### config.mk
export PLATFORM = sky130hd
export DESIGN_NAME = hs_relay_seq
export DESIGN_NICKNAME = d
export VERILOG_FILES = /design/src/rtl/hs_relay_pkg.sv /design/src/rtl/hs_sync.sv /design/src/rtl/hs_edge_det.sv /design/src/rtl/hs_relay_fsm.sv /design/src/rtl/hs_relay_seq.sv
export SDC_FILE = /design/constraint.sdc
export NUM_CORES = 1
export LEC_CHECK = 0
export ABC_AREA = 1
export BUFFER_PORTS_ARGS = -buffer_cell sky130_fd_sc_hd__buf_2
export CAP_MARGIN = 20
export CORE_AREA = 2 2 44 46
export CTS_BUF_LIST = sky130_fd_sc_hd__clkbuf_2
export DETAILED_ROUTE_END_ITERATION = 8
export DIE_AREA = 0 0 46 48
export PLACE_DENSITY_LB_ADDON = 0.2
export SLEW_MARGIN = 30
export SYNTH_ARGS = -nofsm -noshare
export SYNTH_HDL_FRONTEND = slang
export SYNTH_HIERARCHICAL = 1
export SYNTH_SLANG_ARGS = --single-unit
### constraint.sdc
create_clock -name clk -period 3.03 [get_ports clk]
set_input_delay 0.303 -clock clk [delete_from_list [all_inputs] [get_ports clk]]
set_output_delay 0.303 -clock clk [all_outputs]
set_load 0.005 [all_outputs]
### src/rtl/hs_relay_pkg.sv
package hs_relay_pkg;

  typedef enum logic [1:0] {
    PH_IDLE   = 2'd0,
    PH_DN_REQ = 2'd1,
    PH_DN_REL = 2'd2,
    PH_UP_ACK = 2'd3
  } phase_t;

  localparam int EV_W       = 4;
  localparam int EV_AR_RISE = 0;
  localparam int EV_AR_FALL = 1;
  localparam int EV_BA_RISE = 2;
  localparam int EV_BA_FALL = 3;

  // one-hot mask of the single edge each step waits for
  function automatic logic [EV_W-1:0] awaited_edge(phase_t p);
    logic [EV_W-1:0] m;
    m = '0;
    case (p)
      PH_IDLE:   m[EV_AR_RISE] = 1'b1;
      PH_DN_REQ: m[EV_BA_RISE] = 1'b1;
      PH_DN_REL: m[EV_BA_FALL] = 1'b1;
      default:   m[EV_AR_FALL] = 1'b1;
    endcase
    return m;
  endfunction

  function automatic phase_t step_after(phase_t p);
    case (p)
      PH_IDLE:   return PH_DN_REQ;
      PH_DN_REQ: return PH_DN_REL;
      PH_DN_REL: return PH_UP_ACK;
      default:   return PH_IDLE;
    endcase
  endfunction

endpackage

### src/rtl/hs_sync.sv
module hs_sync #(
  parameter int WIDTH  = 2,
  parameter int STAGES = 2
) (
  input  logic             clk,
  input  logic             rst_n,
  input  logic [WIDTH-1:0] async_in,
  output logic [WIDTH-1:0] sync_out
);
  localparam int LAST = STAGES - 1;

  logic [WIDTH-1:0] pipe [STAGES];

  always_ff @(posedge clk or negedge rst_n) begin
    if (!rst_n) begin
      for (int i = 0; i < STAGES; i++) pipe[i] <= '0;
    end else begin
      pipe[0] <= async_in;
      for (int i = 1; i < STAGES; i++) pipe[i] <= pipe[i-1];
    end
  end

  assign sync_out = pipe[LAST];
endmodule

### src/rtl/hs_edge_det.sv
module hs_edge_det #(
  parameter int WIDTH = 2
) (
  input  logic             clk,
  input  logic             rst_n,
  input  logic [WIDTH-1:0] level,
  output logic [WIDTH-1:0] rise,
  output logic [WIDTH-1:0] fall
);
  logic [WIDTH-1:0] prev;

  always_ff @(posedge clk or negedge rst_n) begin
    if (!rst_n) prev <= '0;
    else        prev <= level;
  end

  assign rise = level & ~prev;
  assign fall = ~level & prev;
endmodule

### src/rtl/hs_relay_fsm.sv
module hs_relay_fsm
  import hs_relay_pkg::*;
(
  input  logic            clk,
  input  logic            rst_n,
  input  logic [EV_W-1:0] events,
  output logic            dn_req,
  output logic            up_ack,
  output logic            proto_err
);
  phase_t          phase;
  logic [EV_W-1:0] want;
  logic            exp_hit;
  logic            unexp_hit;
  logic            advance;

  assign want      = awaited_edge(phase);
  assign exp_hit   = |(events & want);
  assign unexp_hit = |(events & ~want);
  assign advance   = exp_hit && !unexp_hit && !proto_err;

  always_ff @(posedge clk or negedge rst_n) begin
    if (!rst_n) begin
      phase     <= PH_IDLE;
      proto_err <= 1'b0;
    end else if (!proto_err) begin
      if (unexp_hit)    proto_err <= 1'b1;
      else if (advance) phase     <= step_after(phase);
    end
  end

  assign dn_req = (phase == PH_DN_REQ);
  assign up_ack = (phase == PH_UP_ACK);

  assert_no_overlap_R6: assert property (@(posedge clk) disable iff (!rst_n)
    !(dn_req && up_ack));

  assert_err_sticky_R7: assert property (@(posedge clk) disable iff (!rst_n)
    proto_err |=> proto_err);

  assert_hold_on_err_R7: assert property (@(posedge clk) disable iff (!rst_n)
    proto_err |=> ($stable(dn_req) && $stable(up_ack)));

  assert_br_rise_cause_R2: assert property (@(posedge clk) disable iff (!rst_n)
    $rose(dn_req) |-> $past(events[EV_AR_RISE]));

  assert_br_fall_cause_R3: assert property (@(posedge clk) disable iff (!rst_n)
    $fell(dn_req) |-> $past(events[EV_BA_RISE]));

  assert_aa_rise_cause_R4: assert property (@(posedge clk) disable iff (!rst_n)
    $rose(up_ack) |-> $past(events[EV_BA_FALL]));

  assert_aa_fall_cause_R5: assert property (@(posedge clk) disable iff (!rst_n)
    $fell(up_ack) |-> $past(events[EV_AR_FALL]));

  assert_mixed_holds_R8: assert property (@(posedge clk) disable iff (!rst_n)
    (exp_hit && unexp_hit && !proto_err) |=>
      (proto_err && $stable(dn_req) && $stable(up_ack)));
endmodule

### src/rtl/hs_relay_seq.sv
module hs_relay_seq
  import hs_relay_pkg::*;
#(
  parameter int SYNC_STAGES = 2
) (
  input  logic clk,
  input  logic rst_n,
  input  logic up_req,
  output logic up_ack,
  output logic dn_req,
  input  logic dn_ack,
  output logic proto_err
);
  localparam int N_IN = 2;
  localparam int I_AR = 0;
  localparam int I_BA = 1;

  logic [N_IN-1:0] raw_in;
  logic [N_IN-1:0] sync_lvl;
  logic [N_IN-1:0] lvl_rise;
  logic [N_IN-1:0] lvl_fall;
  logic [EV_W-1:0] events;

  assign raw_in = {dn_ack, up_req};

  hs_sync #(.WIDTH(N_IN), .STAGES(SYNC_STAGES)) u_sync (
    .clk(clk), .rst_n(rst_n), .async_in(raw_in), .sync_out(sync_lvl)
  );

  hs_edge_det #(.WIDTH(N_IN)) u_edge (
    .clk(clk), .rst_n(rst_n), .level(sync_lvl), .rise(lvl_rise), .fall(lvl_fall)
  );

  always_comb begin
    events             = '0;
    events[EV_AR_RISE] = lvl_rise[I_AR];
    events[EV_AR_FALL] = lvl_fall[I_AR];
    events[EV_BA_RISE] = lvl_rise[I_BA];
    events[EV_BA_FALL] = lvl_fall[I_BA];
  end

  hs_relay_fsm u_fsm (
    .clk(clk), .rst_n(rst_n), .events(events),
    .dn_req(dn_req), .up_ack(up_ack), .proto_err(proto_err)
  );
endmodule

==> results of run 1 <==
==> area by class of cell <==
cell class,count,area (um2),share of cell area
sequential,9,225,0.421
multi-input combinational,30,184,0.343
timing repair buffer,7,40.0,0.0748
inverter,12,45.0,0.0841
tap,17,21.3,0.0397
clock buffer,4,20.0,0.0374
==> kinds of logic (layout without fill, tap and decap cells) <==
logic type / Yosys count / after routing / share of synthesized area
simple gates: 23 / 23 / 0.213
buf+inv: 14 / 23 / 0.128
flops: 9 / 9 / 0.480
fa+ha+maj: 6 / 6 / 0.160
compound gates: 1 / 1 / 0.0187
==> layer usage <==
metal | vias to the layer above | GRT usage
met3 | 2 | 0.0226
li1 | 169 | -
met2 | 5 | 0.0972
met5 | - | 0
met4 | 0 | 0.103
met1 | 140 | 0.104
==> where the power goes <==
group          total [W]  switching [W]  internal [W]
clock network  0.0000708      0.0000357     0.0000351
registers       0.000131     0.00000486      0.000126
logic          0.0000266      0.0000160     0.0000106
total           0.000228      0.0000566      0.000172
==> through the flow <==
stage | hold WS, ns | util
floorplan | 0.00741 | -
global placement | 0.162 | 0.299
detailed placement | 0.162 | 0.299
CTS | 0.157 | 0.317
global route | 0.137 | 0.317
finish | 0.175 | 0.317
==> final timing paths <==
check                                           start  slack [ns]  cells past startpoint                            to
hold / removal                                 up_req        0.18                      1      u_sync/pipe[2]$_DFF_PN0_
max in group asynchronous                       rst_n        2.43                      2    u_fsm/phase[0]$_DFFE_PN0P_
hold reg to reg              u_sync/pipe[3]$_DFF_PN0_        0.36                      0  u_sync/sync_out[1]$_DFF_PN0_
setup / recovery           u_fsm/phase[1]$_DFFE_PN0P_        1.62                      3                        dn_req
min in group asynchronous                       rst_n        0.44                      2      u_sync/pipe[2]$_DFF_PN0_
setup reg to reg           u_fsm/phase[0]$_DFFE_PN0P_        1.63                      9    u_fsm/phase[0]$_DFFE_PN0P_
==> state kept, by name (all words and copies together) (netlist names) <==
name / count
u_edge/prev: 2
u_fsm/phase: 2
u_fsm/proto_err: 1
u_sync/pipe: 2
u_sync/sync_out: 2
==> cell usage after synthesis <==
cell type,n,share of area
sky130_fd_sc_hd__buf_4,2,0.032
sky130_fd_sc_hd__dfrtp_1,9,0.48
sky130_fd_sc_hd__ha_1,6,0.16
sky130_fd_sc_hd__inv_1,12,0.096
sky130_fd_sc_hd__nand2_1,10,0.080
sky130_fd_sc_hd__nand2_2,2,0.027
sky130_fd_sc_hd__nand3_1,3,0.032
sky130_fd_sc_hd__nand4_1,1,0.013
sky130_fd_sc_hd__nor2_1,6,0.048
sky130_fd_sc_hd__nor2_2,1,0.013
sky130_fd_sc_hd__o21ai_2,1,0.019
==> run summary, run 1 <==
The run finished with clean final reports. The post-cts gate resize count is 0. The fraction of layout instances using a drive strength above 1 came out at 0.226.

The number of max-slew violations in the final report is 0. TritonCTS built the clock tree. The number of design-rule violations left by the first detailed-router iteration came out at 2.

At the later pin of the worst-skew pair, clock insertion delay measures 0.23 ns. The top-level I/O count is 7. Dividing total power by cell area gives a power density of 426 mW/mm2.

Across every metal layer, demand over resource in global routing totals 0.0817. The total chip power came out at 0.000228 W. The part of the Yosys area used for sequential elements is 0.480. The number of vias in the routed layout came out at 316. The initial utilization of the core area, before any placement, comes to 0.278. The number of nets in the synthesized netlist came out at 63. After filler insertion, the fill cell instance count of the layout stands at 184. In this run the vertical extent of the chip is 48 um. The post-synthesis cell type count is 11.

The number of placement rows came out at 15. Setup violations remaining at the end of the flow were counted as 0. In the synthesized netlist, the number of instances is 53. Setup repair after global routing left no endpoint under its margin. The die width is 46 um. The standby leakage power came out at 0.296 nW. The finished layout holds 79 standard cells, fillers aside. The residual overflow from global routing came out at 0.

STA puts the critical path data required time at 2.73 ns. STA classifies the critical path endpoint as a primary output. The routed via count divided by cell count came out at 4.00. The kind of launch point of the worst setup path is a register. The number of buffers inserted by post-CTS setup repair came out at 0. Leaving out fill and tap cells, the most frequent cell in the layout is sky130_fd_sc_hd__inv_1. In the detailed route, the total length drawn on met2 is 289 um.

The setup TNS is 0 ns. The number of buffers created by CTS came out at 3. The highest layer touched by signal routing is met4. The peak clock frequency supported by timing is 0.707 GHz. The Yosys warning count is 6.

The kind of cell with the highest combined delay along the critical path is flip-flops. The number of sinks handled by clock tree synthesis came out at 9. The average size of a mapped cell came out at 8.85 um2. Port buffering added 6 buffers. The final number of hold-violating endpoints came out at 0. The ratio of final minimum period to clock period came out at 0.467. The area growth from synthesis to layout came out at 14.1%. In this run the remaining antenna-violating nets after routing total 0. The cell area after synthesis came out at 469 um2. The global placer's final weighted congestion is 0.755. In this run the tightest slew margin relative to its limit is 0.874. IR analysis of the VDD net gives a maximum drop of 0.222 mV. The number of antenna diodes in the final layout is 0. The clock-pin slew of the registers on the worst-case setup and hold paths came out at 0.08 ns. The first global-routing pass estimated 1.12 mm of wire.

The total length of routed met3 wires came out at 21 um. The via count of the first global-routing pass came to 266. STA puts the critical path data arrival time at 1.11 ns. The standard cell area after detailed placement is 505 um2. The maximum clock path buffer count came out at 2.

In this run the number of H-tree levels came out at 1. The routed length per instance is 8.76 um. The layout net count came out at 73. The top cell types in the final layout, fill and taps aside, are sky130_fd_sc_hd__inv_1 (12), sky130_fd_sc_hd__nand2_1 (10), sky130_fd_sc_hd__dfrtp_1 (9). The number of detailed-route iterations in the first pass is 2.

The detailed placement HPWL came out at 583 um. The slowest stage of the critical path belongs to the cell sky130_fd_sc_hd__dfrtp_1. For this run, the slowest stage of the critical path takes 0.44 ns. The master cell of the clock root buffer is sky130_fd_sc_hd__clkbuf_2.

The number of antenna violations at the first check in global routing is 0. The worst-margin pin slew came out at 0.189 ns. The clock period minus final worst setup slack is 1.41 ns. The number of design rule violations left after detail routing is 0. The largest net degree at the start of global routing is 10. The signal on the critical path passes through inv_1 > ha_1 > buf_2. The total detailed-routing wirelength is 692 um. The post-layout worst setup margin came out at 1.62 ns.

The worst slack at placement is 1.62 ns. In this run the standard cell core region covers 0.00169 mm2. The largest fanout on the critical path came out at 6. The path category of the worst min-delay check is input pin to register. The area enclosed by the die boundary came out at 0.00221 mm2. The number of instances in the placed design is 74.

After detailed routing, the wire length on met1 is 363 um. The number of buffers and inverters on the critical path is 2. The critical path is of the register to primary output type. Buffers inserted to repair hold after CTS numbered 1. The number of synthesized register bits came out at 9.

The worst clock skew came out at 0.000887 ns. The post-route cell area is 536 um2. The max capacitance violation total came out at 0.
Power figures use the tool's default switching activity.
==> run 2: changes to the inputs <==
Clock period 3.03 ns to 1.42 ns, I/O delays scaled along.
==> run 2 against run 1 <==
Worst hold slack better by 0.098 ns. Non-clock buffer count up 4. Cell area up 7.2%. Count of clock-buffer cells in the layout unchanged. Wire length up 1.2%. Clock power up 120%. Global-route usage down 0.079 points. Total power up 120%. Combinational power rose to 2.7 times the previous value. Clock skew about the same. Register-to-register slack worse by 1.6 ns. Critical endpoint is now u_fsm/phase[1]$_DFFE_PN0P_.
==> run summary, run 2 (synthesized netlist as in run 1, its figures left out) <==
The maximum clock path buffer count is 2 (unchanged). The category of the critical setup timing path is register to register. The aggregate global-route resource usage came to 0.0809 (-0.000786). The worst slew slack as a fraction of its limit was 0.867 (-0.00629). The path category of the worst min-delay check is input pin to asynchronous set/reset pin. TritonCTS built the clock tree. The number of standard cells in the final layout excluding fillers came out at 83 (+5.1%). The post-route cell area is 574 um2 (+7.2%). The standard cell area after detailed placement is 513 um2 (+1.5%). The core area came to 0.00169 mm2 (unchanged). The number of buffers added on ports is 6 (unchanged). The total inserted antenna cells is 0 (unchanged). The number of design rule violations left after detail routing came to 0 (unchanged). The worst clock skew came out at 0.000897 ns (+0.00000998 ns).

The total detailed-routing wirelength came out at 700 um (+1.2%). The fill cell instance count of the final layout came out at 175 (-4.9%). The data arrival time at the worst-slack endpoint came out at 1.47 ns (+0.36 ns). The required time of the critical path came out at 1.55 ns (-1.18 ns). The ratio of final minimum period to clock period is 0.947. The final number of hold-violating endpoints was 0 (unchanged). The count of endpoints failing setup in the final report was 0 (unchanged). The insertion delay to the later sink of the worst-skew pair is 0.23 ns (about the same). The max capacitance violation total is 0 (unchanged).

The clock period minus final worst setup slack is 1.34 ns. The number of buffers created by CTS is 3 (unchanged). The maximum vdd drop is 0.364 mV (+64%).

The largest net degree at the start of global routing came out at 10 (unchanged). The global placer's final weighted congestion is 0.788 (+4.4%). The register-to-register setup slack is 0.08 ns (-1.55 ns).

The routed via count divided by cell count is 3.76 (-6.0%). The number of placement rows is 15 (unchanged). The detailed placement HPWL came to 550 um (-5.6%). The total power density per cell area came out at 876 mW/mm2 (+110%).

The clock-pin slew of the registers on the worst-case setup and hold paths came out at 0.08 ns (about the same). The wire length of the first global-routing pass is 1.17 mm (+4.4%). The flow ran to the end, and the final reports show no timing, DRC or antenna violations.

The residual overflow from global routing came out at 0 (unchanged). The number of vias in the routed layout is 312 (-1.3%). The worst setup path is launched from a register. The worst slack at placement came out at 0.0579 ns (-1.57 ns). The effective utilization at floorplan was 0.278 (unchanged).

The layout net count is 77 (+5.5%). The top-level I/O count is 7 (unchanged). The peak clock frequency supported by timing came out at 0.744 GHz. The largest fanout on the critical path came out at 4 (-2).

The cell sitting at the root of the clock tree is a sky130_fd_sc_hd__clkbuf_2. The routed length per instance came out at 8.43 um (-3.7%). The hold slack is 0.273 ns (+0.0981 ns).

The fraction of layout instances using a drive strength above 1 is 0.303 (+0.0772). The number of detailed-route iterations in the first pass is 3 (+1). The number of sinks handled by clock tree synthesis is 9 (unchanged). The via count of the first global-routing pass is 287 (+7.9%).

The post-layout worst setup margin is 0.0758 ns (-1.54 ns). The fraction of the core area covered by cells at the end of the flow came out at 0.340 (+0.0230). The number of antenna violations at the first check in global routing came to 0 (unchanged). The H-tree depth came to 1 (unchanged). The number of max-slew violations in the final report is 0 (unchanged). The number of design-rule violations left by the first detailed-router iteration came out at 4 (+2).

The die boundary height came out at 48 um (unchanged). The worst setup path is captured at a register. The area growth from synthesis to layout came out at 22.4%. The final antenna-violating net count is 0 (unchanged). The standby leakage power is 0.310 nW (+4.9%). The worst-margin pin slew came out at 0.198 ns (+0.00940 ns).

The number of instances in the placed design was 75 (+1.4%). The die width is 46 um (unchanged). The area enclosed by the die boundary came to 0.00221 mm2 (unchanged). In the layout the commonest cells are sky130_fd_sc_hd__inv_1 (10), sky130_fd_sc_hd__nand2_1 (10), sky130_fd_sc_hd__dfrtp_1 (8).
-- run 2: cell types whose count changed in the layout (fill, tap and decap cells not counted), sizes merged --
cell | previous run | this run
buf | 6 | 8
dlygate4sd3 | 1 | 3
-- run 2: through the flow --
| step | TNS [ns] | power [W] |
|---|---|---|
| finish | 0 | 0.000503 |
| detailed placement | 0 | 0.000344 |
| CTS | 0 | 0.000512 |
| floorplan | 0 | 0.000322 |
| global route | -0.00631 | 0.000534 |
| global placement | 0 | 0.000344 |
-- run 2: cell type report --
class | count | area [um2] | area share
multi-input combinational | 30 | 186 | 0.325
sequential | 9 | 226 | 0.394
clock buffer | 4 | 20.0 | 0.0349
timing repair buffer | 11 | 75.1 | 0.131
inverter | 12 | 45.0 | 0.0784
tap | 17 | 21.3 | 0.0370
-- run 2: final timing paths --
kind,cells after the start,from,end
max,6,u_fsm/phase[0]$_DFFE_PN0P_,u_fsm/phase[1]$_DFFE_PN0P_
min,2,rst_n,u_fsm/phase[1]$_DFFE_PN0P_
max reg2reg,6,u_fsm/phase[0]$_DFFE_PN0P_,u_fsm/phase[1]$_DFFE_PN0P_
min reg2reg,0,u_sync/pipe[2]$_DFF_PN0_,u_sync/sync_out[0]$_DFF_PN0_
max in group asynchronous,2,rst_n,u_fsm/phase[1]$_DFFE_PN0P_
min in group clk,0,u_sync/pipe[2]$_DFF_PN0_,u_sync/sync_out[0]$_DFF_PN0_
-- run 2: power breakdown --
part | internal [W] | total [W] | switching (W)
sequential | 0.000269 | 0.000279 | 0.0000102
combinational | 0.0000343 | 0.0000714 | 0.0000371
clock | 0.0000749 | 0.000153 | 0.0000782
total | 0.000378 | 0.000503 | 0.000126
-- run 2: critical path: stages (launching register included) --
cell and delay, ns:
sky130_fd_sc_hd__dfrtp_1 0.44, sky130_fd_sc_hd__buf_4 0.16, sky130_fd_sc_hd__ha_1 0.22, sky130_fd_sc_hd__nand2_1 0.07, sky130_fd_sc_hd__nand4_1 0.16, sky130_fd_sc_hd__nand3_1 0.13
sky130_fd_sc_hd__nand2_1 0.06
-- run 2: timing repair --
item / in CTS / in global routing
setup endpoints to repair: 0 / 2
resized for setup: 0 / 4
hold endpoints to repair: 11 / 0
hold buffers: 3 / 0
setup buffers: 0 / 1
-- run 2: routing by layer --
metal	up-vias	share of wire	GRT usage	routed length (um)
met4	0	0.013	0.103	9
met2	5	0.44	0.0944	311
met5	-	0	0	0
met3	2	0.033	0.0113	23
met1	126	0.51	0.111	356
li1	179	-	-	-
==> run 3: changes to the inputs <==
Settings changed: REMOVE_ABC_BUFFERS set to 1.
==> run 3 against run 2 <==
Global-route usage rose by 0.079 points. Cell area down 0.44%. First-iteration DRC count grew 25%. Worst hold slack got worse by 0.0036 ns. Final cell count fell by 1.2%. Sequential share of layout area is 0.17 points higher. Register-to-register slack better by 0.03 ns. Count of clock-buffer cells in the layout unchanged. Combinational power is 5.3% lower.
==> run summary, run 3 (synthesized netlist as in run 1, its figures left out) <==
The final antenna-violating net count came out at 0 (unchanged). The number of buffers added on ports is 6 (unchanged). The fraction of layout instances using a drive strength above 1 is 0.277 (-0.0261). The fill cell instance count of the final layout came out at 180 (+2.9%). The core area is 0.00169 mm2 (unchanged). The worst-margin pin slew is 0.191 ns (-0.00679 ns). The number of instances in the placed design came out at 75 (unchanged).

The total inserted antenna cells came out at 0 (unchanged). The number of placement rows is 15 (unchanged). The endpoint identified for the worst register-to-register timing path is u_fsm/phase[1]$_DFFE_PN0P_.

The maximum clock path buffer count is 2 (unchanged). The effective utilization at floorplan is 0.278 (unchanged). The master cell of the clock root buffer is sky130_fd_sc_hd__clkbuf_2. The die boundary height came out at 48 um (unchanged).

The standby leakage power is 0.306 nW (-1.3%). The residual overflow from global routing came out at 0 (unchanged). The depth of the most critical reg-to-reg path is 9 (+3). The ratio of final minimum period to clock period came out at 0.925 (-0.0215). The largest fanout on the critical path is 6 (+2). STA classifies the critical path startpoint as a register. The total power density per cell area came out at 871 mW/mm2 (-0.58%). The number of max-slew violations in the final report was 0 (unchanged). The critical path goes through inv_1 > ha_2 > inv_1 > nand2_2 > o21ai_2 > nor2_4 > nand2_2 > nand2_1 > nand2_1. In this run the critical register-to-register path is launched from u_fsm/phase[1]$_DFFE_PN0P_. The required time of the critical path is 1.54 ns (about the same).

Among all stages on the critical path, the largest delay is contributed by sky130_fd_sc_hd__dfrtp_2. The area enclosed by the die boundary was 0.00221 mm2 (unchanged). The critical path is of the register to register type. The worst slack at placement came out at 0.0469 ns (-0.0110 ns). The die width is 46 um (unchanged). The count of endpoints failing setup in the final report is 0 (unchanged). The register-to-register setup slack is 0.11 ns (+0.03 ns).

The clock tree from TritonCTS is yes. The number of design rule violations left after detail routing came out at 0 (unchanged). The final number of hold-violating endpoints came to 0 (unchanged).

The detailed placement HPWL came to 524 um (-4.8%). The endpoint class of the critical path is a register. The data arrival time at the worst-slack endpoint came out at 1.43 ns (-0.04 ns). The maximum cell stage delay along the critical path came out at 0.45 ns (about the same). The wire length of the first global-routing pass is 1.18 mm (+1.1%).

The via count of the first global-routing pass came out at 319 (+11%). The number of vias in the routed layout was 329 (+5.4%). The largest net degree at the start of global routing came to 10 (unchanged). The insertion delay to the later sink of the worst-skew pair is 0.23 ns (about the same). The clock period minus final worst setup slack came out at 1.31 ns (-0.0306 ns). The number of detailed-route iterations in the first pass came to 2 (-1).

The routed via count divided by cell count is 4.01 (+6.7%). The top-level I/O count is 7 (unchanged). The maximum vdd drop is 0.529 mV (+45%). The number of standard cells in the final layout excluding fillers is 82 (-1.2%). The H-tree depth is 1 (unchanged). The peak clock frequency supported by timing is 0.761 GHz (+2.3%).

The path category of the worst min-delay check is input pin to asynchronous set/reset pin. The max capacitance violation total came out at 0 (unchanged). The aggregate global-route resource usage came out at 0.0817 (+0.000786). The library cell used most frequently in the layout, excluding fill and tap cells, is sky130_fd_sc_hd__inv_1. The number of design-rule violations left by the first detailed-router iteration is 5 (+1). The area growth from synthesis to layout is 21.9%. The post-layout worst setup margin came out at 0.106 ns (+0.0306 ns). The number of sinks handled by clock tree synthesis is 9 (unchanged).

The run finished with clean final reports. The worst slew slack as a fraction of its limit was 0.872 (+0.00501). The number of buffers created by CTS is 3 (unchanged). Leaving out fill and tap cells, the most frequent cells in the layout are sky130_fd_sc_hd__inv_1 (11), sky130_fd_sc_hd__nand2_1 (10), sky130_fd_sc_hd__dfrtp_1 (8). The worst clock skew is 0.00492 ns (+0.00402 ns). The clock-pin slew of the registers on the worst-case setup and hold paths came out at 0.08 ns (about the same).

The total detailed-routing wirelength is 656 um (-6.3%). The routed length per instance came out at 8.00 um (-5.1%). The layout net count came out at 76 (-1.3%). The global placer's final weighted congestion is 0.678 (-14%). The number of antenna violations at the first check in global routing is 0 (unchanged).
-- run 3: cell types whose count changed in the layout (fill, tap and decap cells not counted), sizes merged --
cell	delta
buf	-1
-- run 3: how the worst max path moves through the flow --
stage | slack, ns | endpoint | cells past startpoint | from
after global routing | -0.004 | u_fsm/phase[1]$_DFFE_PN0P_ | 9 | u_fsm/phase[1]$_DFFE_PN0P_
final | 0.11 | u_fsm/phase[1]$_DFFE_PN0P_ | 9 | u_fsm/phase[1]$_DFFE_PN0P_
after global placement | 0.05 | u_fsm/phase[1]$_DFFE_PN0P_ | 9 | u_fsm/phase[0]$_DFFE_PN0P_
after CTS | 0.03 | u_fsm/phase[0]$_DFFE_PN0P_ | 9 | u_fsm/phase[1]$_DFFE_PN0P_
after detailed placement | 0.05 | u_fsm/phase[0]$_DFFE_PN0P_ | 9 | u_fsm/phase[1]$_DFFE_PN0P_
after floorplan | 0.17 | u_fsm/phase[1]$_DFFE_PN0P_ | 9 | u_fsm/phase[0]$_DFFE_PN0P_
-- run 3: repair_timing --
item | CTS | global route
setup endpoints to repair | 0 | 2
resized for setup | 0 | 4
hold buffers | 3 | 0
setup buffers | 0 | 0
hold endpoints to repair | 11 | 0
-- run 3: per-stage QoR --
step | utilization | setup TNS (ns) | area [um2] | total power, W | hold WS, ns
final | 0.339 | 0 | 572 | 0.000498 | 0.269
after floorplan | - | 0 | 454 | 0.000318 | -0.154
after detailed placement | 0.304 | 0 | 513 | 0.000343 | -0.0000504
after global placement | 0.304 | 0 | 513 | 0.000343 | -0.00222
after CTS | 0.333 | 0 | 563 | 0.000507 | 0.256
after global routing | 0.339 | -0.00429 | 572 | 0.000535 | 0.286
-- run 3: area by class of cell --
cell class | instances | area, um2 | share of cell area
Clock buffer | 4 | 20.0 | 0.0350
Inverter | 12 | 45.0 | 0.0788
Multi-Input combinational cell | 30 | 191 | 0.335
Sequential cell | 9 | 226 | 0.396
Tap cell | 17 | 21.3 | 0.0372
Timing Repair Buffer | 10 | 67.6 | 0.118
-- run 3: worst max-delay path: cells and delay by family, from the launching register on --
family                   cells  cell delay (ns)
AO/OA/AOI/OAI                1             0.06
buffers and inverters        2             0.14
adder cells (fa/ha/maj)      1             0.19
flip-flops                   1             0.45
AND/OR/NAND/NOR              5             0.36
-- run 3: power breakdown --
part	leakage, nW	switching (W)	internal (W)
Clock	0.0166	0.0000777	0.0000749
Combinational	0.186	0.0000369	0.0000307
Sequential	0.104	0.00000940	0.000269
-- run 3: per-layer routing --
layer | routed length [um] | GRT usage | vias to the layer above
met2 | 278 | 0.108 | 6
met3 | 23 | 0.0226 | 2
met1 | 340 | 0.102 | 143
li1 | - | - | 178
met5 | 0 | 0 | -
met4 | 14 | 0.0857 | 0
